### src/rtl/cla_pkg.sv
package cla_pkg;
  // Generate/propagate pair carried up the lookahead tree.
  typedef struct packed {
    logic g;
    logic p;
  } gp_t;
endpackage

### src/rtl/cla_sum_cell.sv
module cla_sum_cell
  import cla_pkg::*;
(
  input  logic a,
  input  logic b,
  input  logic c,
  output gp_t  gp,
  output logic s
);
  logic half;

  always_comb begin
    half = a ^ b;
    gp.g = a & b;
    gp.p = half;
    s    = half ^ c;
  end
endmodule

### src/rtl/cla_merge_cell.sv
module cla_merge_cell
  import cla_pkg::*;
(
  input  gp_t  lo,
  input  gp_t  hi,
  input  logic c_in,
  output gp_t  grp,
  output logic c_lo,
  output logic c_hi
);
  always_comb begin
    grp.g = hi.g | (hi.p & lo.g);
    grp.p = hi.p & lo.p;
    c_lo  = c_in;
    c_hi  = lo.g | (lo.p & c_in);
  end
endmodule

### src/rtl/cla_carry_out.sv
module cla_carry_out
  import cla_pkg::*;
(
  input  gp_t  root,
  input  logic cin,
  output logic cout
);
  always_comb cout = root.g | (root.p & cin);
endmodule

### src/rtl/cla_tree_adder.sv
module cla_tree_adder
  import cla_pkg::*;
#(
  parameter int WIDTH = 16
) (
  input  logic [WIDTH-1:0] a_i,
  input  logic [WIDTH-1:0] b_i,
  input  logic             carry_i,
  output logic [WIDTH-1:0] sum_o,
  output logic             carry_o
);
  // Heap numbering: node 1 is the root, node k has children 2k (low)
  // and 2k+1 (high); leaves WIDTH..2*WIDTH-1 are the bit cells.
  localparam int NODES = 2 * WIDTH - 1;

  gp_t  gp_n [1:NODES];
  logic c_n  [1:NODES];

  assign c_n[1] = carry_i;

  for (genvar k = 1; k < WIDTH; k++) begin : g_tree
    cla_merge_cell u_merge (
      .lo   (gp_n[2*k]),
      .hi   (gp_n[2*k+1]),
      .c_in (c_n[k]),
      .grp  (gp_n[k]),
      .c_lo (c_n[2*k]),
      .c_hi (c_n[2*k+1])
    );
  end

  for (genvar i = 0; i < WIDTH; i++) begin : g_bits
    cla_sum_cell u_sum (
      .a  (a_i[i]),
      .b  (b_i[i]),
      .c  (c_n[WIDTH+i]),
      .gp (gp_n[WIDTH+i]),
      .s  (sum_o[i])
    );
  end

  cla_carry_out u_cout (
    .root (gp_n[1]),
    .cin  (carry_i),
    .cout (carry_o)
  );
endmodule

### config.mk
export PLATFORM = sky130hd
export DESIGN_NAME = cla_tree_adder
export DESIGN_NICKNAME = d
export VERILOG_FILES = /design/src/rtl/cla_pkg.sv /design/src/rtl/cla_sum_cell.sv /design/src/rtl/cla_merge_cell.sv /design/src/rtl/cla_carry_out.sv /design/src/rtl/cla_tree_adder.sv
export SDC_FILE = /design/constraint.sdc
export NUM_CORES = 1
export LEC_CHECK = 0
export BUFFER_PORTS_ARGS = -buffer_cell sky130_fd_sc_hd__buf_2
export CAP_MARGIN = 20
export CORE_MARGIN = 1.5
export CORE_UTILIZATION = 49
export DETAILED_ROUTE_END_ITERATION = 12
export PLACE_DENSITY_LB_ADDON = 0.15
export SETUP_SLACK_MARGIN = 0.2
export SLEW_MARGIN = 20
export SYNTH_ARGS = -nofsm -noshare
export SYNTH_HDL_FRONTEND = slang
export SYNTH_SLANG_ARGS = --single-unit
### constraint.sdc
create_clock -name vclk -period 6.8
set_input_delay 1.02 -clock vclk [all_inputs]
set_output_delay 1.02 -clock vclk [all_outputs]
set_load 0.01 [all_outputs]
==> impl_metrics.ini <==
[outcome]
status = finished, final reports clean

[routing]
viasPerCell = 5.01
drt-total-wl_mm = 1.39
drc_errors = 0
via_count = 741
drt-pass1-iter-count = 4
drtIter0Drc = 6
ant_nets = 0
wl_per_cell_um = 9.36

[finish]
nFillCells = 152
syn_to_final_growth_pct = 18.6
n_antenna_cell = 0
seq_area_um2 = 0
mostFrequentLayoutCells = 50 x buf_2, 16 x ha_1, 14 x inv_1, 8 x nand2_1, 8 x fa_1
seq_cells = 0
layout_commonest_cell = buf_2
drive_above_1_share = 0.409
finish.utilization = 0.628
final_nets = 191
stdcell_count = 148
multiInputGateArea_um2 = 634
clockBufferCount = 0

[sta]
setup_violations = 0
relSlewSlack = 0.800
fin_setup_tns_ns = 0
rsz0062_at_grt = no
max_freq_mhz = 245
min_period_ns = 4.07
fin_crit_sh = 0.599
finalHoldViolCount = 0
worst_pin_slew_ns = 0.300
maxSlewViolCount = 0
holdWs_ns = 2.41

[yosys]
syn_inst = 98
synth_compound_area_frac = 0.158
ys_types = 23
synth_area_leaders = ha_1 25%, fa_1 20%, buf_4 15%
synth_xor_area_frac = 0.0868
synth-simple-area-share = 0.0946
syn_avg_cell_area_um2 = 8.23
synth_fp_nets = 155
synthAdderAreaFrac = 0.447
synth_top_area_share = 0.248
ys_warn_count = 0
synth_area_um2 = 807
yosysSeqAreaShare = 0
synth_top_cell_by_area = ha_1
synthMuxAreaShare = 0
synth_top_family_by_area = adder cells

[clocking]
post_cts_buffers = 0
cts.repair.resized = 0
hold_buffers = 0

[setup_path]
worst-setup-path-type = in2out
crit_path_end_kind = output pin
path_max_fanout = 5
required_ns = 5.78
startpoint_type = primary input
crit_arrival_ns = 3.05

[placement]
portBuffers = 50
placedCellCount = 148
dp_hpwl_mm = 1.33
gp_congestion = 0.744

[pwr]
irDropWorstVdd_uv = 53.4
leakage_nw = 0.571
power-per-cell-area_mw_per_mm2 = 99.4
power_w = 0.0000951

[global_routing]
antenna_found_initial = 0
first_global_vias = 672
grt_pass1_wl_mm = 2.40
grt_max_degree = 6
grt.total_usage = 0.154
grt.overflow.total = 0

[die]
die_height_um = 43.6
die_w_um = 43.6
dieArea_mm2 = 0.00190
start_util = 0.530
core-area_mm2 = 0.00152
rows = 14
ios = 50

[job]
drv_cap = 0

[hold_path]
hold_class = in2out
cells in the mapped netlist:
| master | instances |
|---|---|
| buf_4 | 16 |
| ha_1 | 16 |
| inv_1 | 14 |
| fa_1 | 8 |
| nand2_1 | 8 |
| a21oi_1 | 6 |
| xnor2_1 | 4 |
| xor2_1 | 4 |
| a21o_1 | 3 |
| nor2_1 | 3 |
| a21oi_2 | 2 |
| nor3_1 | 2 |
| o21ai_0 | 2 |
| a311oi_1 | 1 |
| a31oi_1 | 1 |
| a32o_2 | 1 |
| nand2b_1 | 1 |
| nand4_1 | 1 |
| nor2b_1 | 1 |
| o21ai_1 | 1 |
| o21ai_2 | 1 |
| o21bai_1 | 1 |
| or3_1 | 1 |
stage by stage:
| stage | cell area [um2] | setup slack, ns |
|---|---|---|
| floorplan | 807 | 3.01 |
| global placement | 957 | 2.78 |
| detailed placement | 957 | 2.71 |
| CTS | 957 | 2.71 |
| global route | 957 | 2.53 |
| finish | 957 | 2.73 |
kinds of logic (layout without fill, tap and decap cells):
family | count (synthesis) | in the layout
AND/OR/NAND/NOR | 17 | 17
AO/OA/AOI/OAI | 19 | 19
XOR/XNOR | 8 | 8
buffers and inverters | 30 | 64
adder cells (fa/ha/maj) | 24 | 24
power breakdown:
group	internal, W	total [W]	switching (W)	leakage, nW
sequential	0	0	0	0
combinational	0.0000454	0.0000951	0.0000498	0.571
clock	0	0	0	0
total	0.0000454	0.0000951	0.0000498	0.571
worst paths after layout:
kind              cells past startpoint         to  slack (ns)     from
hold / removal                        3  sum_o[12]        2.41  b_i[12]
setup / recovery                     10  sum_o[11]        2.73   a_i[2]
routing by layer:
metal / track usage / vias up / part of all wire
li1: - / 384 / -
met1: 0.177 / 329 / 0.40
met2: 0.326 / 28 / 0.53
met3: 0 / 0 / 0.073
met4: 0 / 0 / 0
met5: 0 / - / 0
cell type report:
class	instances	area share
Multi-Input combinational cell	68	0.663
Tap cell	16	0.0209
Timing Repair Buffer	50	0.261
Inverter	14	0.0549
worst max-delay path, cell delays in order:
cell and delay [ns]:
buf_2 0.12, ha_1 0.30, a21o_1 0.18, a21oi_1 0.16, o21ai_2 0.11, a21oi_1 0.28
o21ai_0 0.19, fa_1 0.40, xor2_1 0.16, buf_2 0.14
No activity file was read; power rests on OpenSTA's default activity.
